[src/rtl/evt_cnt_pkg.sv]
package evt_cnt_pkg;

    typedef enum logic {
        DET_CONT = 1'b0,
        DET_POLL = 1'b1
    } det_mode_e;

    // True when the pair (prev, cur) forms the selected transition.
    function automatic logic edge_match(input logic cur, input logic prev,
                                        input logic rising);
        return rising ? (cur & ~prev) : (~cur & prev);
    endfunction

endpackage

[src/rtl/evt_sync.sv]
module evt_sync #(
    parameter int STAGES = 2
) (
    input  logic clk,
    input  logic rst_n,
    input  logic d_in,
    output logic q_out
);

    logic [STAGES-1:0] sh_d, sh_q;

    always_comb begin
        sh_d = {sh_q[STAGES-2:0], d_in};
    end

    always_ff @(posedge clk) begin
        if (!rst_n) sh_q <= '0;
        else        sh_q <= sh_d;
    end

    assign q_out = sh_q[STAGES-1];

endmodule

[src/rtl/evt_poll_timer.sv]
module evt_poll_timer #(
    parameter int PERIOD_CYC = 1000,
    parameter int WIN_CYC    = 4
) (
    input  logic clk,
    input  logic rst_n,
    input  logic run,
    output logic win
);

    localparam int TW = $clog2(PERIOD_CYC + 1);

    typedef struct packed {
        logic [TW-1:0] tmr;
        logic          win;
    } tmr_t;

    tmr_t st_d, st_q;

    always_comb begin
        st_d = st_q;
        if (!run) begin
            st_d.tmr = '0;
            st_d.win = 1'b0;
        end else begin
            if (st_q.tmr == TW'(PERIOD_CYC - 1)) st_d.tmr = '0;
            else                                 st_d.tmr = st_q.tmr + TW'(1);
            st_d.win = (st_d.tmr < TW'(WIN_CYC));
        end
    end

    always_ff @(posedge clk) begin
        if (!rst_n) st_q <= '0;
        else        st_q <= st_d;
    end

    assign win = st_q.win;

endmodule

[src/rtl/evt_edge_det.sv]
module evt_edge_det
    import evt_cnt_pkg::*;
(
    input  logic clk,
    input  logic rst_n,
    input  logic level,
    input  logic polled,
    input  logic win,
    input  logic rise_sel,
    output logic hit
);

    det_mode_e mode;
    logic prev_d, prev_q;

    always_comb begin
        mode   = polled ? DET_POLL : DET_CONT;
        prev_d = prev_q;
        hit    = 1'b0;
        case (mode)
            DET_CONT: begin
                prev_d = level;
                hit    = edge_match(level, prev_q, rise_sel);
            end
            DET_POLL: begin
                // Only window samples refresh the reference; rising forced.
                if (win) begin
                    prev_d = level;
                    hit    = edge_match(level, prev_q, 1'b1);
                end
            end
            default: ;
        endcase
    end

    always_ff @(posedge clk) begin
        if (!rst_n) prev_q <= 1'b0;
        else        prev_q <= prev_d;
    end

endmodule

[src/rtl/evt_edge_counter.sv]
module evt_edge_counter #(
    parameter int CNT_W       = 16,
    parameter int SEL_W       = 1,
    parameter int SYNC_STAGES = 2,
    parameter int PERIOD_CYC  = 1000,
    parameter int WIN_CYC     = 4
) (
    input  logic             clk,
    input  logic             rst_n,
    input  logic             evt_in,
    input  logic             cfg_rise,
    input  logic             cfg_poll,
    input  logic             osc_en,
    input  logic             snap_req,
    input  logic             wr_hold,
    input  logic             wr_en,
    input  logic [SEL_W-1:0] wr_sel,
    input  logic [7:0]       wr_data,
    output logic [CNT_W-1:0] snap_out,
    output logic             sample_win
);

    localparam int NBYTES = CNT_W / 8;

    typedef struct packed {
        logic [CNT_W-1:0] count;
        logic [CNT_W-1:0] snap;
    } state_t;

    state_t st_d, st_q;
    logic   evt_s;
    logic   edge_hit;
    logic   poll_run;
    logic [CNT_W-1:0] count_live;

    assign poll_run = cfg_poll & osc_en;

    evt_sync #(.STAGES(SYNC_STAGES)) u_sync (
        .clk   (clk),
        .rst_n (rst_n),
        .d_in  (evt_in),
        .q_out (evt_s)
    );

    evt_poll_timer #(.PERIOD_CYC(PERIOD_CYC), .WIN_CYC(WIN_CYC)) u_tmr (
        .clk   (clk),
        .rst_n (rst_n),
        .run   (poll_run),
        .win   (sample_win)
    );

    evt_edge_det u_det (
        .clk      (clk),
        .rst_n    (rst_n),
        .level    (evt_s),
        .polled   (cfg_poll),
        .win      (sample_win),
        .rise_sel (cfg_rise),
        .hit      (edge_hit)
    );

    always_comb begin
        st_d = st_q;
        if (wr_hold) begin
            if (wr_en) begin
                for (int b = 0; b < NBYTES; b++) begin
                    if (wr_sel == SEL_W'(b)) st_d.count[b*8 +: 8] = wr_data;
                end
            end
        end else if (edge_hit) begin
            st_d.count = st_q.count + CNT_W'(1);
        end
        if (snap_req) st_d.snap = st_q.count;
    end

    always_ff @(posedge clk) begin
        if (!rst_n) st_q <= '0;
        else        st_q <= st_d;
    end

    assign snap_out   = st_q.snap;
    assign count_live = st_q.count;

endmodule

[config.mk]
export PLATFORM = sky130hd
export DESIGN_NAME = evt_edge_counter
export DESIGN_NICKNAME = d
export VERILOG_FILES = /design/src/rtl/evt_cnt_pkg.sv /design/src/rtl/evt_sync.sv /design/src/rtl/evt_poll_timer.sv /design/src/rtl/evt_edge_det.sv /design/src/rtl/evt_edge_counter.sv
export SDC_FILE = /design/constraint.sdc
export NUM_CORES = 1
export LEC_CHECK = 0
export BUFFER_PORTS_ARGS = -buffer_cell sky130_fd_sc_hd__buf_2
export CAP_MARGIN = 20
export CORE_MARGIN = 2
export CORE_UTILIZATION = 54
export CTS_CLUSTER_DIAMETER = 100
export DETAILED_ROUTE_END_ITERATION = 8
export GPL_TIMING_DRIVEN = 1
export PLACE_DENSITY = 0.73
export RECOVER_POWER = 25
export SYNTH_ARGS = -nofsm -noshare
export SYNTH_HDL_FRONTEND = slang
export SYNTH_HIERARCHICAL = 1
export SYNTH_SLANG_ARGS = --single-unit
[constraint.sdc]
create_clock -name clk -period 4.25 [get_ports clk]
set_input_delay 0.6375 -clock clk [delete_from_list [all_inputs] [get_ports clk]]
set_output_delay 0.6375 -clock clk [all_outputs]
set_load 0.05 [all_outputs]
; Word-level counts from Yosys, hierarchy flattened
; Index checks and enable logic that the tools add are counted.
; W data, S select, Z words.
[word_totals]
reg_bits = 46
latchBits = 0
ram_bits = 0
romBits = 0
in_bits = 18
out_inout_bits = 17
memories = 0
[op_classes]
add_sub_neg = 2
mul = 0
div_mod_pow = 0
order_cmp = 1
eq_ne = 5
shift = 0
mux = 13
bitwise_logic = 6
n_reduce_logical = 4
[op_table]
columns = op, count
row1 = $mux W16, 3
row2 = $mux W10, 2
row3 = $add A16 B1 Y16 const B, 1
row4 = $mux W8, 2
row5 = $add A10 B1 Y10 const B, 1
row6 = $eq A10 B10 Y1 const B, 1
row7 = $lt A10 B3 Y1 const B, 1
row8 = $reduce_and A3 Y1, 2
row9 = $mux W1, 4
row10 = $ne A2 B1 Y1 const B, 2
row11 = $ne A2 B2 Y1 const B, 2
row12 = $pmux W1 S2, 2
row13 = $and A1 B1 Y1, 3
row14 = $not A1 Y1, 3
row15 = $reduce_and A2 Y1, 1
row16 = $reduce_bool A2 Y1, 1

; Longest topological paths before layout
[depth]
ltp_word = 6
depth_mapped = 7

; Modules after synthesis
; The synthesis kept the hierarchy.
[modules_own_cells]
columns = mod, n_inst, cells_per_inst, area_each_um2, seq_area_each_um2
row1 = evt_edge_counter, 1, 187, 1600.3, 640.6
row2 = evt_poll_timer, 1, 73, 615.6, 220.2
row3 = evt_edge_det, 1, 8, 75.1, 20.0
row4 = evt_sync, 1, 4, 52.6, 40.0

; Worst setup path before layout
; Ideal clock, no wire load.
[synth_timing]
path_type = input-to-reg
from = input cfg_poll
to = register st_q, in the netlist count_live[15]
setup_time_ps = 74
t_arrival_ps = 2061
t_required_ps = 4176
path_slack_ps = 2114
path_stages = 5
n_path_buf = 0
cell_sequence = or4b_1 o21ai_0 a21oi_1 or4_1 a31oi_1
[synth_via]
elab_chain_cells = 5
[synth_lines]
columns = item, line
row1 = "start, declared", evt_edge_counter.sv:12  ; input logic cfg_poll,
row2 = $mux W1 (*), evt_edge_det.sv:17  ; mode = polled ? DET_POLL : DET_CONT;
row3 = $not A1 Y1, evt_edge_det.sv:20  ; case (mode)
row4 = $pmux W1 S2 (*), evt_edge_det.sv:20
row5 = via edge_hit, evt_edge_counter.sv:32  ; logic edge_hit;
row6 = $reduce_bool A2 Y1 (no source line) (*), -
row7 = $reduce_and A3 Y1 (no source line) (*), -
row8 = "end signal, assigned", evt_edge_counter.sv:78  ; else st_q <= st_d;
row9 = "end, declared", evt_edge_counter.sv:30  ; state_t st_d, st_q;
; Mark *: on every way through the listed nets, which the timed path passes. The rest lies on a longest branch.
; A chain may end at the register's enable or synchronous reset.

; Final worst setup path
[layout_timing]
from = input wr_hold
to = register st_q, in the netlist count_live[9]
[layout_via]
elab_chain_cells = 2
[layout_lines]
columns = item, line
row1 = "start, declared", evt_edge_counter.sv:15  ; input logic wr_hold,
row2 = $ne A2 B1 Y1 (no source line) / $reduce_bool A2 Y1 (equally long branches), -
row3 = $reduce_and A3 Y1 (no source line), -
; Parallel ways exist; a longest one is shown, timed or not.

==> key figures <==
Run status
  – Status: complete, no violations

Logic synthesis
  – Post-synth EDFFs: 0
  – Synthesis-stage register bit count: 46
  – Async SR Flop Fraction: 0
  – Post-synthesis sequential area ratio: 0.393
  – Syn_area_per_cell: 8.62 um^2
  – Primary FF master, synth: dfxtp_1
  – Syn Nets: roughly 300
  – Cell Area, Synth: 2340 um^2
  – Synth top area share: 0.393
  – Yosys cell types: 55
  – Mapped Cells: about 270
  – Top cells by area, synth: dfxtp_1 39%, mux2i_1 9.4%, nor2_1 6.1%, nand3_1 3.2%, a21oi_1 2.3%
  – Cell taking the most area after synthesis: dfxtp_1
  – Ys Warns: 6

Power
  – Total Power: just over 800 uW
  – Static leakage: 0.000975 uW
  – Power Dens Cells: 318 nW/um^2
  – Max VDD drop: 0.000173 V

Critical path
  – Crit Path Max Fanout: 28
  – Critical path startpoint category: input pin
  – Critical Path RT: 4450 ps
  – Arr. time, crit path: 2400 ps
  – Worst setup startpoint: wr_hold
  – Critical Path Sink Type: flop
  – Setup CP Type: input pin to flop
  – Worst R2R Start: count_live[5]

Global routing
  – Largest net degree at the start of global routing: 31
  – Antenna violations before repair: 0
  – GRT Total Usage: 0.228
  – Vias in the first global route: between 1500 and 2000
  – First-pass GRT wire length: 9010 um
  – Grt ovf: 0

Timing
  – Max Clk Rate: approximately 450 MHz
  – Slew Limit Fails: 0
  – Total negative setup slack: 0 ps
  – Clk_skew: about 10 ps
  – RSZ-0062 raised after global routing: no
  – Worst relative slew slack: 0.358
  – Fin. Hold Viols: 0
  – Worst Tran Pin Value: 962 ps
  – Final setup fails: 0
  – Post-route clock period utilization: 0.518
  – Clock period minus worst slack: roughly 2200 ps

Min path
  – Worst hold start: u_sync/sh_q[0]
  – Hold crit path type: flop to flop

Finish
  – Antenna cell count: 0
  – Layout cells sized above 1: 0.129
  – Core Util, Final: 0.628
  – Area of all placed cells without fillers: 2570 um^2
  – Final net count: 313
  – Layout area overhead: 9.50%
  – Most frequent cells in the layout: 46 x dfxtp_1, 38 x nor2_1, 22 x mux2i_1, 22 x buf_2, 15 x nand3_1
  – Post-Layout Cell Count: 344
  – Commonest non-fill, non-tap cell in the layout: dfxtp_1

Clock tree
  – CTS Buf Count: 5
  – Post-CTS setup repair buffer count: 0
  – Worst skew pair latency: 300 ps
  – Clock transition at path regs: 90 ps
  – Htree depth: 2
  – Clock Path Buffers: 2
  – Number of gates resized after CTS: 0
  – Hold Buf Count CTS: 0
  – CTS root buf: clkbuf_8
  – CTS tree: built
  – CTS sink count: 46

Job
  – Max-Cap Viols: 0

Detailed routing
  – Drt via density: 6.13
  – Routed WL: 5410 um
  – Post-DRT Antenna Nets: 0
  – Drt first pass iters: 4
  – WL per Instance: 15.7 um
  – Initial DRC Count: 171
  – Remaining DRCs: 0
  – Via count: between 2000 and 2500

Floorplanning
  – Core footprint: between 4000 and 5000 um^2
  – Die Wd: between 60 and 70 um
  – Total Die Area: 4880 um^2
  – Initial Util: 0.573
  – I/O pin total: 35
  – DIE HEIGHT: 69.9 um
  – Row cnt: 23

Placement
  – Gpl congestion: between 0.8 and 0.9
  – Number of buffers added on ports: 34
  – DP Area: about 2500 um^2
  – Dpl hpwl: ~3700 um
  – Post-placement cell count: 336
==> metrics by stage <==
| stage | hold WS (ps) | setup slack (ps) |
|---|---|---|
| floorplan | 412 | 2110 |
| global placement | 418 | 1840 |
| detailed placement | 428 | 1790 |
| CTS | 449 | 2090 |
| global route | 464 | 1890 |
| finish | 442 | 2050 |
==> final cells by class <==
type	count	area (um^2)
clock buffers	6	82.6
clock inverters	2	12.5
fillers	381	1520
inverters	6	22.5
multi-input cells	200	1310
flip-flops and latches	46	921
well taps	50	62.6
repair buffers	34	155
==> metal layers <==
layer,track usage,part of all wire,vias up
met5,0,0,-
met4,0.0748,0.014,0
met3,0.0505,0.061,6
met2,0.346,0.46,70
met1,0.320,0.46,992
li1,-,-,1039
==> state kept, by name (all words and copies together) (netlist names) <==
register / flops
count_live: 16
u_sync/sh_q: 2
snap_out: 16
u_det/prev_q: 1
u_tmr/win: 1
u_tmr/st_q: 10
==> worst paths after layout <==
path | end | slack (ps) | cells after the start
setup reg to reg | count_live[15] | 2200 | 4
setup / recovery | count_live[9] | 2050 | 5
hold / removal | u_sync/sh_q[1] | 440 | 1
hold reg to reg | u_sync/sh_q[1] | 440 | 1
==> cells in the mapped netlist (3+ instances only) <==
cell and instances:
nand4_1 5, nand2b_1 4, inv_1 6, nor2_1 38, or3_1 3, clkbuf_1 12
nand2_1 12, o21ai_0 3, o21a_1 3, o31ai_1 3, xnor2_1 6, and3_1 8
a211oi_1 5, nand3_1 15, a31oi_1 6, dfxtp_1 46, nor2b_1 3, or4_1 3
a22oi_1 4, nor3_1 5, mux2i_1 22, and2_1 4, buf_2 6, a21oi_1 11
==> report_power, final <==
part           internal [uW]  switching (uW)
logic                   29.5            53.7
registers                442            12.7
clock network            131             147
total                    603             214
==> critical path: stages <==
cell and delay, ps:
buf_2 390, inv_1 330, a21oi_1 660, a21oi_1 80
o221a_2 290
==> cells by family (layout without fill, tap and decap cells) <==
family | count (synthesis) | after routing | synth area share
flops | 46 | 46 | 0.393
mux | 22 | 22 | 0.0940
buf+inv | 26 | 48 | 0.0480
fa+ha+maj | 2 | 2 | 0.0107
xor+xnor | 7 | 7 | 0.0262
simple gates | 115 | 115 | 0.259
compound gates | 54 | 54 | 0.169
Note: power is estimated with default switching activity, not from simulation.
